==> src/rtl/rcbs_pkg.sv <==
package rcbs_pkg;

    typedef enum logic {
        BND_64  = 1'b0,
        BND_128 = 1'b1
    } bnd_e;

    typedef struct packed {
        bnd_e       bnd;
        logic       pack;
        logic [1:0] mps;
    } cfg_t;

    localparam int SEG_BITS = 7;  // enough for the widest boundary offset

    function automatic int unsigned bnd_bytes(input bnd_e b);
        return (b == BND_128) ? 32'd128 : 32'd64;
    endfunction

    function automatic int unsigned mps_bytes(input logic [1:0] code);
        return 32'd128 << code;
    endfunction

endpackage

==> src/rtl/rcbs_limit.sv <==
module rcbs_limit
    import rcbs_pkg::*;
#(
    parameter int ADDR_W = 32,
    parameter int LEN_W  = 13
) (
    input  cfg_t              cfg,
    input  logic [ADDR_W-1:0] addr,
    input  logic [LEN_W-1:0]  rem,
    output logic [LEN_W-1:0]  chunk
);
    logic [SEG_BITS-1:0] off;
    logic [LEN_W-1:0]    span;
    logic [LEN_W-1:0]    cap;

    always_comb begin
        // offset of the current byte inside its boundary segment
        off  = addr[SEG_BITS-1:0] & SEG_BITS'(bnd_bytes(cfg.bnd) - 32'd1);
        span = cfg.pack ? LEN_W'(mps_bytes(cfg.mps)) : LEN_W'(bnd_bytes(cfg.bnd));
        cap  = span - LEN_W'(off);
        chunk = (rem < cap) ? rem : cap;
    end

endmodule

==> src/rtl/rcbs_ctrl.sv <==
module rcbs_ctrl
    import rcbs_pkg::*;
#(
    parameter int ADDR_W = 32,
    parameter int LEN_W  = 13
) (
    input  logic              clk,
    input  logic              rst,
    input  logic              req_valid,
    output logic              req_ready,
    input  logic [ADDR_W-1:0] req_addr,
    input  logic [LEN_W-1:0]  req_len,
    input  cfg_t              cfg_in,
    output cfg_t              cfg_q,
    output logic [ADDR_W-1:0] cur_addr,
    output logic [LEN_W-1:0]  cur_rem,
    input  logic [LEN_W-1:0]  chunk,
    output logic              cpl_valid,
    input  logic              cpl_ready,
    output logic [LEN_W-1:0]  cpl_remain,
    output logic              cpl_last,
    output logic              req_err
);
    logic              busy;
    logic              accept;
    logic              final_hs;
    logic [ADDR_W-1:0] nxt_addr;

    assign accept     = req_valid && !busy;
    assign req_ready  = !busy;
    assign cpl_valid  = busy;
    assign cpl_last   = (cur_rem == chunk);
    assign cpl_remain = cur_rem - chunk;
    assign nxt_addr   = cur_addr + ADDR_W'(chunk);
    assign final_hs   = busy && cpl_ready && cpl_last;

    always_ff @(posedge clk) begin
        if (rst) begin
            busy     <= 1'b0;
            req_err  <= 1'b0;
            cur_addr <= '0;
            cur_rem  <= '0;
            cfg_q    <= '0;
        end else begin
            req_err <= accept && (req_len == '0);
            if (accept && (req_len != '0)) begin
                busy     <= 1'b1;
                cur_addr <= req_addr;
                cur_rem  <= req_len;
                cfg_q    <= cfg_in;
            end else if (busy && cpl_ready) begin
                cur_addr <= nxt_addr;
                cur_rem  <= cpl_remain;
                if (cpl_last) busy <= 1'b0;
            end
        end
    end


    boundary_end_chk: assert property (@(posedge clk) disable iff (rst)
        cpl_valid && !cpl_last |->
            ((nxt_addr[SEG_BITS-1:0] & SEG_BITS'(bnd_bytes(cfg_q.bnd) - 32'd1)) == '0));


    payload_cap_chk: assert property (@(posedge clk) disable iff (rst)
        cpl_valid |-> (chunk != '0) && (32'(chunk) <= mps_bytes(cfg_q.mps)));


    addr_advance_chk: assert property (@(posedge clk) disable iff (rst)
        cpl_valid && cpl_ready && !cpl_last |=>
            cpl_valid && (cur_addr == $past(nxt_addr)) &&
            ((cpl_remain + chunk) == $past(cpl_remain)));


    err_idle_chk: assert property (@(posedge clk) disable iff (rst)
        req_err |-> !cpl_valid && req_ready);


    busy_after_accept_chk: assert property (@(posedge clk) disable iff (rst)
        accept && (req_len != '0) |=> !req_ready && cpl_valid);


    ready_after_final_chk: assert property (@(posedge clk) disable iff (rst)
        final_hs |=> req_ready && !cpl_valid);


    stall_hold_chk: assert property (@(posedge clk) disable iff (rst)
        cpl_valid && !cpl_ready |=>
            cpl_valid && $stable(cur_addr) && $stable(chunk) && $stable(cpl_remain));


    cfg_frozen_chk: assert property (@(posedge clk) disable iff (rst)
        busy && !final_hs |=> $stable(cfg_q));

endmodule

==> src/rtl/rcb_splitter.sv <==
module rcb_splitter
    import rcbs_pkg::*;
#(
    parameter int ADDR_W = 32,
    parameter int LEN_W  = 13
) (
    input  logic              clk,
    input  logic              rst,
    input  logic              req_valid,
    output logic              req_ready,
    input  logic [ADDR_W-1:0] req_addr,
    input  logic [LEN_W-1:0]  req_len,
    input  logic              cfg_bnd_128,
    input  logic              cfg_pack,
    input  logic [1:0]        cfg_mps,
    output logic              cpl_valid,
    input  logic              cpl_ready,
    output logic [ADDR_W-1:0] cpl_addr,
    output logic [LEN_W-1:0]  cpl_len,
    output logic [LEN_W-1:0]  cpl_remain,
    output logic              cpl_last,
    output logic              req_err
);
    cfg_t             cfg_in;
    cfg_t             cfg_q;
    logic [LEN_W-1:0] cur_rem;
    logic [LEN_W-1:0] chunk;

    assign cfg_in  = '{bnd: bnd_e'(cfg_bnd_128), pack: cfg_pack, mps: cfg_mps};
    assign cpl_len = chunk;

    rcbs_limit #(.ADDR_W(ADDR_W), .LEN_W(LEN_W)) u_limit (
        .cfg   (cfg_q),
        .addr  (cpl_addr),
        .rem   (cur_rem),
        .chunk (chunk)
    );

    rcbs_ctrl #(.ADDR_W(ADDR_W), .LEN_W(LEN_W)) u_ctrl (
        .clk        (clk),
        .rst        (rst),
        .req_valid  (req_valid),
        .req_ready  (req_ready),
        .req_addr   (req_addr),
        .req_len    (req_len),
        .cfg_in     (cfg_in),
        .cfg_q      (cfg_q),
        .cur_addr   (cpl_addr),
        .cur_rem    (cur_rem),
        .chunk      (chunk),
        .cpl_valid  (cpl_valid),
        .cpl_ready  (cpl_ready),
        .cpl_remain (cpl_remain),
        .cpl_last   (cpl_last),
        .req_err    (req_err)
    );

endmodule

==> config.mk <==
export PLATFORM = sky130hd
export DESIGN_NAME = rcb_splitter
export DESIGN_NICKNAME = d
export VERILOG_FILES = /design/src/rtl/rcbs_pkg.sv /design/src/rtl/rcbs_limit.sv /design/src/rtl/rcbs_ctrl.sv /design/src/rtl/rcb_splitter.sv
export SDC_FILE = /design/constraint.sdc
export NUM_CORES = 1
export LEC_CHECK = 0
export BUFFER_PORTS_ARGS = -buffer_cell sky130_fd_sc_hd__buf_2
export CORE_MARGIN = 1.5
export CORE_UTILIZATION = 30
export CTS_BUF_LIST = sky130_fd_sc_hd__clkbuf_4 sky130_fd_sc_hd__clkbuf_8 sky130_fd_sc_hd__clkbuf_16
export DETAILED_ROUTE_END_ITERATION = 12
export GPL_ROUTABILITY_DRIVEN = 0
export PLACE_DENSITY = 0.59
export SLEW_MARGIN = 5
export SYNTH_ARGS = -nofsm -noshare
export SYNTH_HDL_FRONTEND = slang
export SYNTH_SLANG_ARGS = --single-unit
export TNS_END_PERCENT = 10
==> constraint.sdc <==
create_clock -name clk -period 7.6 [get_ports clk]
set_clock_uncertainty 0.15 [all_clocks]
set_input_delay 0.38 -clock clk [delete_from_list [all_inputs] [get_ports clk]]
set_output_delay 0.38 -clock clk [all_outputs]
set_load 0.005 [all_outputs]
==> flow_metrics.tcl <==
set metrics [dict create \
    numCtsBuffers 5 \
    critPathLaunch "u_ctrl.cur_addr[2]" \
    synth_top_family_by_area "compound AO/OA/AOI/OAI gates" \
    crit_chain "nor4_4 > nand2_1 > xor2_1 > inv_1 > ha_1 > a21o_1 > maj3_1 > a221oi_2 > o21a_2 > nand2_1 > o21ai_0 > ha_1 > inv_1 > fa_1 > a21o_1 > a21oi_1 > o21a_1 > o21bai_1 > a21oi_1 > o21ai_0 > xnor2_1 > buf_2" \
    totalWireLength_um 14400 \
    synthMuxAreaShare_pct 0.780 \
    dieWidth_um 123 \
    cts_setup_buffers 0 \
    netlist-cell-type-count 65 \
    yosysWarnings 0 \
    path_buf_inv 3 \
    antenna_cells 0 \
    irDropWorstVdd_mv 0.0916 \
    cts_max_level 2 \
    critPathArrivalTime_ns 5.67 \
    ant_nets 0 \
    clkLatencyLatePin_ns 0.30 \
    grt_pass1_wl_um 22600 \
    cts_num_sinks 51 \
    grt_util_met3_pct 3.92 \
    yosysTopAreaCell "dfxtp_1" \
    clkTransAtPathRegs_ns 0.08 \
    drv_cap 0 \
    cts_hold_buffers 0 \
    initial_core_util_pct 31.0 \
    cp-end-kind "primary output" \
    layout_worst_path_cycle_share_pct 81.6 \
    postSynth.asyncResetShare_pct 0 \
    antenna_found_initial 0 \
    fmax_mhz 161 \
    multiInputGateArea_mm2 0.00311 \
    setup_viol 0 \
    cp_slowest_cell "o21a_2" \
    syn_avg_cell_area_um2 7.65 \
    grt_max_degree 58 \
    crit_cells 22 \
    drtIter0Drc 288 \
    maxSlewViolCount 0 \
    tritoncts "done" \
    syn_to_final_growth_pct 20.1 \
    use_met2_pct 32.3 \
    r2r_start "u_ctrl.cur_addr[2]" \
    firstDrtPassIters 5 \
    root_buffer "clkbuf_16" \
    synth_area_mm2 0.00433 \
    die_h_um 123 \
    busiest_layer "met2" \
    fin_crit_ns 6.20 \
    tightest_slew_ns 1.14 \
    holdWs_ns 0.174 \
    netlist_top_cells_count "nand2_1, a21oi_1, dfxtp_1, nor2_1, ha_1" \
    ys_ff_latch 51 \
    grt_pass1_vias 4480 \
    synth_fa_ha_area_share_pct 11.3 \
    wl_per_cell_um 17.1 \
    hold_viol 0 \
    drc 0 \
    regToRegSetupSlack_ns 1.57 \
    power.leakage_nw 2.28 \
    core_area_mm2 0.0140 \
    ys.flop_type "dfxtp_1" \
    regArea_mm2 0.00102 \
    vias 4672 \
    critPathMaxStageDelay_ns 0.45 \
    synth_compound_area_share_pct 30.3 \
    drive_gt1_share_pct 21.7 \
    netlist_instances 566 \
    grt-ovfl-total 0 \
    critPathMaxFanout 25 \
    grt_use_met1_pct 24.0 \
    yosysSeqAreaShare_pct 23.6 \
    synth.area.top_cells "dfxtp_1, ha_1, a21oi_1, nand2_1, nor2_1" \
    path_class "reg -> out" \
    rows 43 \
    required_ns 7.07 \
    synth_xor_area_share_pct 6.21 \
    post_drt_via_cell_ratio 5.53 \
    regToRegEndpoint "u_ctrl.cur_addr[31]" \
    synth_top_area_share_pct 23.6 \
    p_per_area_mw_per_mm2 249 \
    hpwl_um 10900 \
    nNetsFinal 754 \
    io_buffers 114 \
    synth-simple-area-share_pct 23.0 \
    yosysMostFrequentCell "nand2_1" \
    clockBufferDepth 2 \
    reg2reg_depth 20 \
    hp-class "in -> reg" \
    dieArea_mm2 0.0152 \
    cts.repair.resized 0 \
    max_slew_margin_pct 23.8 \
    crit_family "compound AO/OA/AOI/OAI gates" \
    grtUsageTotal_pct 18.9 \
    setup_tns_ns 0 \
    synth_edf_count 0 \
    start_kind "flip-flop" \
    status "complete, no violations" \
    cp-endpoint "cpl_remain[12]" \
    rsz0062_at_grt "false" \
    fillers 1509 \
    ioPinCount 115 \
]
## final cells by class
type | instances | share of cell area (%)
clock buffer | 6 | 2.55
multi-input combinational | 463 | 59.8
timing repair buffer | 119 | 11.7
tap | 180 | 4.33
clock inverter | 2 | 0.313
inverter | 24 | 1.73
sequential | 51 | 19.6
## report_power, final
part           switching (mW)  internal (mW)  leakage, nW
clock network           0.112          0.128       0.0709
logic                   0.410          0.314         1.79
registers              0.0409          0.294        0.420
## worst min-delay path by stage
stage,end,cells after the start,startpoint
2_1_floorplan,u_ctrl.cfg_q[0],2,u_ctrl.cfg_q[0]
3_3_place_gp,u_ctrl.cur_addr[31],2,u_ctrl.cur_addr[31]
3_5_place_dp,u_ctrl.cur_addr[11],2,u_ctrl.cur_addr[11]
4_1_cts,u_ctrl.cfg_q[0],3,cfg_mps[0]
5_1_grt,u_ctrl.cfg_q[0],3,cfg_mps[0]
6_report,u_ctrl.cfg_q[0],3,cfg_mps[0]
## flip-flops by register name (all words and copies together) (netlist names)
register,flops
u_ctrl.cfg_q,4
u_ctrl.cur_rem,13
u_ctrl.req_err,1
u_ctrl.cur_addr,32
u_ctrl.cpl_valid,1
## logic make-up (layout without fill, tap and decap cells)
logic type | Yosys count | count (layout)
other cells | 1 | 2
simple gates | 202 | 202
compound gates | 189 | 189
xor+xnor | 29 | 29
mux | 3 | 3
fa+ha+maj | 38 | 38
buf+inv | 53 | 151
flops | 51 | 51
## worst min-delay path, stage by stage
cell and delay [ns]:
buf_2 0.10, nand2_1 0.05, a21oi_1 0.05
## layout by cell type, fill, tap and decap left out, types with 5 or more instances in the layout
| cell | n |
|---|---|
| a211oi_1 | 8 |
| a21o_1 | 17 |
| a21oi_1 | 52 |
| a22oi_1 | 15 |
| a31oi_1 | 10 |
| and2_1 | 6 |
| and3_1 | 7 |
| buf_2 | 114 |
| buf_4 | 5 |
| clkbuf_16 | 5 |
| dfxtp_1 | 51 |
| ha_1 | 35 |
| inv_1 | 24 |
| nand2_1 | 63 |
| nand2b_1 | 6 |
| nand3_1 | 13 |
| nand4_1 | 12 |
| nor2_1 | 47 |
| nor3_1 | 17 |
| o211ai_1 | 9 |
| o21a_1 | 15 |
| o21ai_0 | 24 |
| or3_1 | 5 |
| xnor2_1 | 18 |
| xor2_1 | 10 |
## through the flow
step	std cells	util, %	total power [mW]	cell area [µm²]	setup slack [ns]
CTS	845	37.2	1.30	5200	1.39
finish	845	37.2	1.30	5200	1.40
floorplan	567	-	0.824	4330	2.41
global placement	837	36.1	1.05	5050	1.85
global route	845	37.2	1.40	5200	0.990
detailed placement	837	36.1	1.06	5050	1.63
## layer usage
metal | vias up | share of wire, %
li1 | 2299 | -
met1 | 2199 | 44
met2 | 158 | 47
met3 | 16 | 6.6
met4 | 0 | 1.6
met5 | - | 0
Power figures use the tool's default switching activity.
